`src/rtl/intc_pkg.sv`:
```
package intc_pkg;
  typedef enum logic [2:0] {
    SRC_NONE = 3'd0,
    SRC_NMI  = 3'd1,
    SRC_R75  = 3'd2,
    SRC_R65  = 3'd3,
    SRC_R55  = 3'd4,
    SRC_GP   = 3'd5
  } src_e;

  localparam int unsigned VEC_W = 16;
  localparam int unsigned N_MASK = 3;
  localparam logic [VEC_W-1:0] VEC_NMI = 16'h0024;
  localparam logic [VEC_W-1:0] VEC_R75 = 16'h003C;
  localparam logic [VEC_W-1:0] VEC_R65 = 16'h0034;
  localparam logic [VEC_W-1:0] VEC_R55 = 16'h002C;
  localparam logic [VEC_W-1:0] VEC_GP  = 16'h0000;
endpackage

```
`src/rtl/intc_capture.sv`:
```
module intc_capture (
  input  logic clk,
  input  logic rst_n,
  input  logic nmi_i,
  input  logic r75_i,
  input  logic r65_i,
  input  logic r55_i,
  input  logic gp_i,
  input  logic clr_nmi,
  input  logic clr_r75,
  output logic nmi_pend,
  output logic r75_pend,
  output logic r65_lvl,
  output logic r55_lvl,
  output logic gp_lvl
);
  logic nmi_q, r75_q;

  always_ff @(posedge clk) begin
    if (!rst_n) begin
      nmi_q    <= 1'b0;
      r75_q    <= 1'b0;
      nmi_pend <= 1'b0;
      r75_pend <= 1'b0;
      r65_lvl  <= 1'b0;
      r55_lvl  <= 1'b0;
      gp_lvl   <= 1'b0;
    end else begin
      nmi_q    <= nmi_i;
      r75_q    <= r75_i;
      // pending survives only while the level stays high
      nmi_pend <= clr_nmi ? 1'b0 : (nmi_i & (nmi_pend | ~nmi_q));
      // a fresh edge wins over a clear in the same cycle
      r75_pend <= (r75_pend & ~clr_r75) | (r75_i & ~r75_q);
      r65_lvl  <= r65_i;
      r55_lvl  <= r55_i;
      gp_lvl   <= gp_i;
    end
  end

  // an accepted non-maskable request is gone next cycle
  p_nmi_once_r4: assert property (@(posedge clk) disable iff (!rst_n)
    clr_nmi |=> !nmi_pend);

  // an edge on the 7.5 input is always remembered
  p_edge_kept_r5: assert property (@(posedge clk) disable iff (!rst_n)
    (r75_i && !r75_q) |=> r75_pend);
endmodule

```
`src/rtl/intc_arbiter.sv`:
```
module intc_arbiter
  import intc_pkg::*;
(
  input  logic              nmi_pend,
  input  logic              r75_pend,
  input  logic              r65_lvl,
  input  logic              r55_lvl,
  input  logic              gp_lvl,
  input  logic [N_MASK-1:0] mask,
  input  logic              ie,
  output src_e              sel,
  output logic [VEC_W-1:0]  vec,
  output logic              ext
);
  always_comb begin
    sel = SRC_NONE;
    if (nmi_pend)                      sel = SRC_NMI;
    else if (ie && r75_pend && !mask[2]) sel = SRC_R75;
    else if (ie && r65_lvl && !mask[1])  sel = SRC_R65;
    else if (ie && r55_lvl && !mask[0])  sel = SRC_R55;
    else if (ie && gp_lvl)               sel = SRC_GP;
  end

  always_comb begin
    ext = 1'b0;
    unique case (sel)
      SRC_NMI: vec = VEC_NMI;
      SRC_R75: vec = VEC_R75;
      SRC_R65: vec = VEC_R65;
      SRC_R55: vec = VEC_R55;
      SRC_GP:  begin vec = VEC_GP; ext = 1'b1; end
      default: vec = '0;
    endcase
  end
endmodule

```
`src/rtl/intc_vec_ctrl.sv`:
```
module intc_vec_ctrl
  import intc_pkg::*;
(
  input  logic             clk,
  input  logic             rst_n,
  input  logic             nmi_req,
  input  logic             r75_req,
  input  logic             r65_req,
  input  logic             r55_req,
  input  logic             gp_req,
  input  logic             mask_wr,
  input  logic [2:0]       mask_bits,
  input  logic             mask_clr75,
  input  logic             ei,
  input  logic             di,
  output logic             grant_valid,
  output logic [VEC_W-1:0] grant_vector,
  output logic             grant_ext,
  input  logic             grant_ready,
  output logic             gp_ack_n
);
  logic              nmi_pend, r75_pend, r65_lvl, r55_lvl, gp_lvl;
  logic [N_MASK-1:0] mask_q;
  logic              ie_q;
  src_e              sel, grant_src;
  logic [VEC_W-1:0]  sel_vec;
  logic              sel_ext;
  logic              accept;

  assign accept = grant_valid & grant_ready;

  intc_capture u_capture (
    .clk      (clk),
    .rst_n    (rst_n),
    .nmi_i    (nmi_req),
    .r75_i    (r75_req),
    .r65_i    (r65_req),
    .r55_i    (r55_req),
    .gp_i     (gp_req),
    .clr_nmi  (accept && grant_src == SRC_NMI),
    .clr_r75  ((accept && grant_src == SRC_R75) || (mask_wr && mask_clr75)),
    .nmi_pend (nmi_pend),
    .r75_pend (r75_pend),
    .r65_lvl  (r65_lvl),
    .r55_lvl  (r55_lvl),
    .gp_lvl   (gp_lvl)
  );

  intc_arbiter u_arbiter (
    .nmi_pend (nmi_pend),
    .r75_pend (r75_pend),
    .r65_lvl  (r65_lvl),
    .r55_lvl  (r55_lvl),
    .gp_lvl   (gp_lvl),
    .mask     (mask_q),
    .ie       (ie_q),
    .sel      (sel),
    .vec      (sel_vec),
    .ext      (sel_ext)
  );

  always_ff @(posedge clk) begin
    if (!rst_n) begin
      mask_q <= '1;
      ie_q   <= 1'b0;
    end else begin
      if (mask_wr) mask_q <= mask_bits;
      if (di || (accept && grant_src != SRC_NMI)) ie_q <= 1'b0;
      else if (ei)                                ie_q <= 1'b1;
    end
  end

  always_ff @(posedge clk) begin
    if (!rst_n) begin
      grant_valid  <= 1'b0;
      grant_vector <= '0;
      grant_ext    <= 1'b0;
      grant_src    <= SRC_NONE;
      gp_ack_n     <= 1'b1;
    end else begin
      gp_ack_n <= ~(accept && grant_src == SRC_GP);
      if (accept) begin
        grant_valid <= 1'b0;
        grant_src   <= SRC_NONE;
      end else if (!grant_valid && sel != SRC_NONE) begin
        grant_valid  <= 1'b1;
        grant_vector <= sel_vec;
        grant_ext    <= sel_ext;
        grant_src    <= sel;
      end
    end
  end

  // an offered grant is held until accepted
  p_hold_r8: assert property (@(posedge clk) disable iff (!rst_n)
    (grant_valid && !grant_ready) |=> (grant_valid && $stable(grant_vector) && $stable(grant_ext)));

  // acknowledge is a single-cycle pulse caused by a general-purpose accept
  p_ack_pulse_r9: assert property (@(posedge clk) disable iff (!rst_n)
    !gp_ack_n |=> gp_ack_n);
  p_ack_cause_r9: assert property (@(posedge clk) disable iff (!rst_n)
    $fell(gp_ack_n) |-> $past(grant_valid && grant_ready && grant_ext));

  // any maskable accept drops the global enable
  p_ie_drop_r7: assert property (@(posedge clk) disable iff (!rst_n)
    (accept && grant_src != SRC_NMI) |=> !ie_q);

  // a 6.5 grant only loads when unmasked and enabled
  p_mask65_r6: assert property (@(posedge clk) disable iff (!rst_n)
    ($rose(grant_valid) && grant_vector == VEC_R65 && !grant_ext) |-> $past(!mask_q[1] && ie_q));

  // the external flag only accompanies the zero vector
  p_ext_vec_r3: assert property (@(posedge clk) disable iff (!rst_n)
    (grant_valid && grant_ext) |-> grant_vector == VEC_GP);
endmodule

```
`config.mk`:
```
export PLATFORM = sky130hd
export DESIGN_NAME = intc_vec_ctrl
export DESIGN_NICKNAME = d
export VERILOG_FILES = /design/src/rtl/intc_pkg.sv /design/src/rtl/intc_capture.sv /design/src/rtl/intc_arbiter.sv /design/src/rtl/intc_vec_ctrl.sv
export SDC_FILE = /design/constraint.sdc
export NUM_CORES = 1
export LEC_CHECK = 0
export BUFFER_PORTS_ARGS = -buffer_cell sky130_fd_sc_hd__buf_2
export CORE_MARGIN = 8
export CORE_UTILIZATION = 49
export DETAILED_ROUTE_END_ITERATION = 16
export GPL_ROUTABILITY_DRIVEN = 0
export HOLD_SLACK_MARGIN = 0.03
export PLACE_DENSITY = 0.85
export SETUP_SLACK_MARGIN = 0.3
export SLEW_MARGIN = 0
export SYNTH_ARGS = -nofsm -noshare
export SYNTH_HDL_FRONTEND = slang
export SYNTH_SLANG_ARGS = --single-unit
```
`constraint.sdc`:
```
create_clock -name clk -period 2 [get_ports clk]
set_input_delay 0.3 -clock clk [delete_from_list [all_inputs] [get_ports clk]]
set_output_delay 0.3 -clock clk [all_outputs]
set_load 0.005 [all_outputs]
```
## Word level (Yosys, flattened, before mapping)

Index checks and enable logic that the tools add are counted.

- $add $sub $neg: 0
- Muxes and demuxes: 7
- Bitwise logic cells: 12
- Reductions and logical operators: 24
- Multipliers: 0
- Divide/modulo/power cells: 0
- Order comparisons: 0
- Equal/unequal tests: 9
- Shift operators: 0

Operators by type and width:

| cell | number |
|---|---|
| $pmux W6 S4 | 1 |
| $mux W3 | 5 |
| $logic_and A1 B1 Y1 | 13 |
| $eq A3 B2 Y1 const B | 3 |
| $eq A3 B3 Y1 const B | 3 |
| $eq A3 B1 Y1 const B | 2 |
| $not A1 Y1 | 6 |
| $reduce_or A2 Y1 | 3 |
| $and A1 B1 Y1 | 4 |
| $logic_not A1 Y1 | 4 |
| $ne A3 B1 Y1 const B | 1 |
| $reduce_bool A3 Y1 | 1 |
| $logic_or A1 B1 Y1 | 2 |
| $or A1 B1 Y1 | 2 |
| $reduce_and A2 Y1 | 1 |
| $mux W1 | 1 |

- Bits in writable memories: 0
- Register bits: 33
- Logic and storage cells: 66
- Input bits: 15
- Bits in latches: 0
- Memories: 0
- Memory bits (read-only): 0

## Depth between registers and ports, before layout

- Depth after elaboration: 9
- Mapped depth: 4
- Depth with buffers taken out: 4

## By module

Synthesis repeated with hierarchy kept, for this count alone.

- Cells, all modules: 171
- Area, all modules: 1,529.0 um^2

Modules (own cells, without submodules):

| module | times used | area each (um^2) | cells an instance |
|---|---|---|---|
| intc_vec_ctrl | 1 | 1,071.0 | 118 |
| intc_arbiter | 1 | 236.5 | 36 |
| intc_capture | 1 | 221.5 | 17 |

## Worst setup path after synthesis

No wires, ideal clock.

- Kind: flip-flop to flip-flop
- Start: register grant_valid
- End: register u_capture.r75_pend
- Library setup time: 0.116 ns
- Setup slack: 0.648 ns
- Data required time: 1.884 ns
- Clock period less this slack: 1.352 ns
- Arrival: 1.236 ns
- Cell stages (with the launch flop): 5
- Path buffers: 0
- Path through: dfxtp_1 > nand2_2 > or4b_1 > a32oi_1 > nor2_1

- Cells in the longest elaborated chain, start to end: 6

Ends and longest elaborated chain:

| what | line | RTL |
|---|---|---|
| from (decl) | intc_vec_ctrl.sv:16 | `output logic grant_valid,` |
| from (signal assigned) | intc_vec_ctrl.sv:75 | `grant_valid <= 1'b0;` |
| from (signal assigned) | intc_vec_ctrl.sv:83 | `grant_valid <= 1'b0;` |
| from (signal assigned) | intc_vec_ctrl.sv:86 | `grant_valid <= 1'b1;` |
| $and A1 B1 Y1 | intc_vec_ctrl.sv:30 | `assign accept = grant_valid & grant_ready;` |
| $logic_and A1 B1 Y1 | intc_vec_ctrl.sv:41 | `.clr_r75 ((accept && grant_src == SRC_R75) \|\| (mask_wr && mask_clr75)),` |
| $logic_or A1 B1 Y1 | intc_vec_ctrl.sv:41 |  |
| $not A1 Y1 | intc_capture.sv:34 | `r75_pend <= (r75_pend & ~clr_r75) \| (r75_i & ~r75_q);` |
| $and A1 B1 Y1 | intc_capture.sv:34 |  |
| $or A1 B1 Y1 | intc_capture.sv:34 |  |
| to (signal assigned) | intc_capture.sv:34 |  |
| to (decl) | intc_capture.sv:12 | `output logic r75_pend,` |

No other way between the ends.
A chain may end at the register's enable or synchronous reset.

## Final worst setup path

Same ends and word-level chain as after synthesis.

==> results_dict.tcl <==
set metrics [dict create \
    outcome "finished, final reports clean" \
    clk_pin_slew_ns 0.11 \
    switching_power_mw 0.1767 \
    via_per_inst 5.269 \
    synth_cell_types 30 \
    cp-startpoint "grant_valid$_SDFFE_PP0P_" \
    critical_path_required_ns 2.20 \
    drv_slew 0 \
    grt.total_usage_pct 11.27 \
    die_height_um 57.86 \
    fin_hold_ws_ns 0.1462 \
    min_period_ns 1.440 \
    synthFlopType "dfxtp_1" \
    min_path_type "input pin to register" \
    initial_core_util_pct 50.81 \
    synth_edf_count 0 \
    crit_chain "nand2_2 -> or4b_1 -> a32oi_1 -> nor2_1" \
    r2r_slack_ns 0.56 \
    synthesis.area_um2 858.3 \
    dp_slack_ns 0.5690 \
    num_rows 15 \
    ios 34 \
    post_cts_buffers 0 \
    rsz0062_at_grt "no" \
    slowest_stage "or4b_1" \
    setup_tns_ns 0 \
    postCtsHoldBufs 0 \
    synth_area_leader_cell "dfxtp_1" \
    grt_pass1_vias 664 \
    async_flop_share_pct 0 \
    p_leak_nw 0.4498 \
    crit_path_end "u_capture.r75_pend$_SDFF_PN0_" \
    avgSynthCellArea_um2 8.941 \
    clockRootBuffer "clkbuf_4" \
    tightest_slew_ns 0.5892 \
    pwr-share-comb_pct 11.1 \
    cp_max_fo 7 \
    skew_ns 0.01044 \
    ctsLongestPathBuffers 2 \
    synth_seq_cells 20 \
    cp_slowest_stage_delay_ns 0.53 \
    cts_tree "built" \
    layout_setup_ws_ns 0.5599 \
    drcViolationCount 0 \
    die_w_um 57.86 \
    worst_setup_path_start_kind "register" \
    synth_top_area_share_pct 46.65 \
    cp.depth 4 \
    worstPathArrival_ns 1.64 \
    pwr-share-seq_pct 58.4 \
    netlist_top_cells_area "dfxtp_1 47%, buf_4 11%, nor2_1 3.9%" \
    vias 706 \
    p_per_area_mw_per_mm2 778.1 \
    grt_pass1_wl_mm 2.842 \
    rr_startpoint "grant_valid$_SDFFE_PP0P_" \
    maxCapViolations 0 \
    relSlewSlack_pct 60.20 \
    drt-pass1-iter-count 4 \
    rr_endpoint "u_capture.r75_pend$_SDFF_PN0_" \
    layout-drive-gt1-share_pct 23.08 \
    syn_inst 96 \
    core_mm2 0.001689 \
    timing.fmax_ghz 0.6944 \
    worstSetupPathType "register to register" \
    diodes 0 \
    fin_crit_sh_pct 72.00 \
    placedCellCount 130 \
    die_area_mm2 0.003347 \
    avgRoutedWirePerCell_um 12.87 \
    vdd_drop_max_mv 0.4642 \
    power.internal_mw 0.5671 \
    final_nets 133 \
    antenna_left 0 \
    yosys_warnings 0 \
    cts_sinks 20 \
    grt_overflow_total 0 \
    p_total_mw 0.7438 \
    end_kind "register" \
    path_buf_inv 0 \
    grt_max_degree 18 \
    port_buffers 21 \
    p_clk_share_pct 30.5 \
    htreeDepth 1 \
    antenna_found_initial 0 \
    swShare_pct 23.76 \
    ys_seq_area_share_pct 46.65 \
    ff2ff_path_depth 4 \
    cts_made_buffers 3 \
    area_delta_synth_final_pct 11.37 \
    dp_hpwl_mm 1.365 \
    finalWirelength_mm 1.725 \
    crit_family "simple AND/OR/NAND/NOR gates" \
    whs_path_depth 2 \
    clk_latency_ns 0.30 \
    hold_viol_final 0 \
    drtIter0Drc 8 \
    setup-violations-final 0 \
    cts_resized 0 \
    fin_cells 134 \
]
## layer usage
layer	up-vias	GRT usage [%]	share of wire (%)
met5	-	0	0
li1	348	-	-
met1	322	11.45	41
met2	30	17.83	47
met3	6	4.415	7.5
met4	0	9.441	3.5
## power groups by stage
stage	Clock [mW]	Combinational (mW)	Sequential [mW]
2_1_floorplan	0	0.0699	0.440
3_3_place_gp	0	0.0784	0.442
3_5_place_dp	0	0.0821	0.442
4_1_cts	0.233	0.0827	0.434
5_1_grt	0.251	0.0938	0.437
6_report	0.227	0.0828	0.434
## logic make-up after synthesis
kind of cell / share of synthesized area, %
flip-flops: 46.65
multiplexers: 3.499
AO/OA/AOI/OAI: 12.83
buffers and inverters: 14.14
other: 0.4369
AND/OR/NAND/NOR: 22.45
## metrics by stage
step	area, um^2	util [%]
6_report	955.9	56.59
5_1_grt	955.9	56.59
4_1_cts	955.9	56.59
3_5_place_dp	919.6	54.44
3_3_place_gp	919.6	54.44
2_1_floorplan	899.6	-
## cells in the final DEF (no fill, tap or decap), drive strengths merged
cell	synthesis	layout
buf	13	21
dfxtp	20	20
conb	1	12
nor2	9	9
nand2	9	9
and2	5	5
nand2b	5	5
inv	4	4
nand3	4	4
clkbuf	2	4
mux2i	3	3
o21ai	2	2
a21oi	2	2
o32ai	2	2
o22ai	2	2
or4b	1	1
a32oi	1	1
nor3	1	1
o21bai	1	1
a41oi	1	1
nor2b	1	1
a31oi	1	1
o221a	1	1
nand4	1	1
or3	1	1
o211a	1	1
nor4	1	1
o31ai	1	1
## synthesized netlist by cell type (all sizes together), types with 2 or more instances
cell type   n
a21oi       2
and2        5
buf        13
clkbuf      2
dfxtp      20
inv         4
mux2i       3
nand2       9
nand2b      5
nand3       4
nor2        9
o21ai       2
o22ai       2
o32ai       2
## how the worst min path moves through the flow
stage	endpoint	startpoint	slack [ns]
6_report	ie_q$_SDFFE_PP0P_	di	0.15
5_1_grt	ie_q$_SDFFE_PP0P_	di	0.14
4_1_cts	ie_q$_SDFFE_PP0P_	di	0.14
3_5_place_dp	gp_ack_n$_SDFF_PN1_	grant_src[2]$_SDFFE_PP0P_	0.42
3_3_place_gp	gp_ack_n$_SDFF_PN1_	grant_src[2]$_SDFFE_PP0P_	0.43
2_1_floorplan	ie_q$_SDFFE_PP0P_	di	0.38
## area by class of cell
class | instances | area, um^2
sequential | 20 | 400.4
tap | 17 | 21.27
timing repair buffer | 21 | 105.1
fill | 170 | 733.2
clock buffer | 4 | 36.28
multi-input combinational | 68 | 377.9
inverter | 4 | 15.01
## registers in the layout, summed over array words and instances (netlist names)
signal / cells
u_capture.r65_lvl: 1
u_capture.r55_lvl: 1
u_capture.nmi_pend: 1
u_capture.nmi_q: 1
u_capture.gp_lvl: 1
grant_vector: 3
mask_q: 3
grant_valid: 1
grant_ext: 1
grant_src: 3
u_capture.r75_pend: 1
gp_ack_n: 1
u_capture.r75_q: 1
ie_q: 1
(Power assumes the default switching activity.)
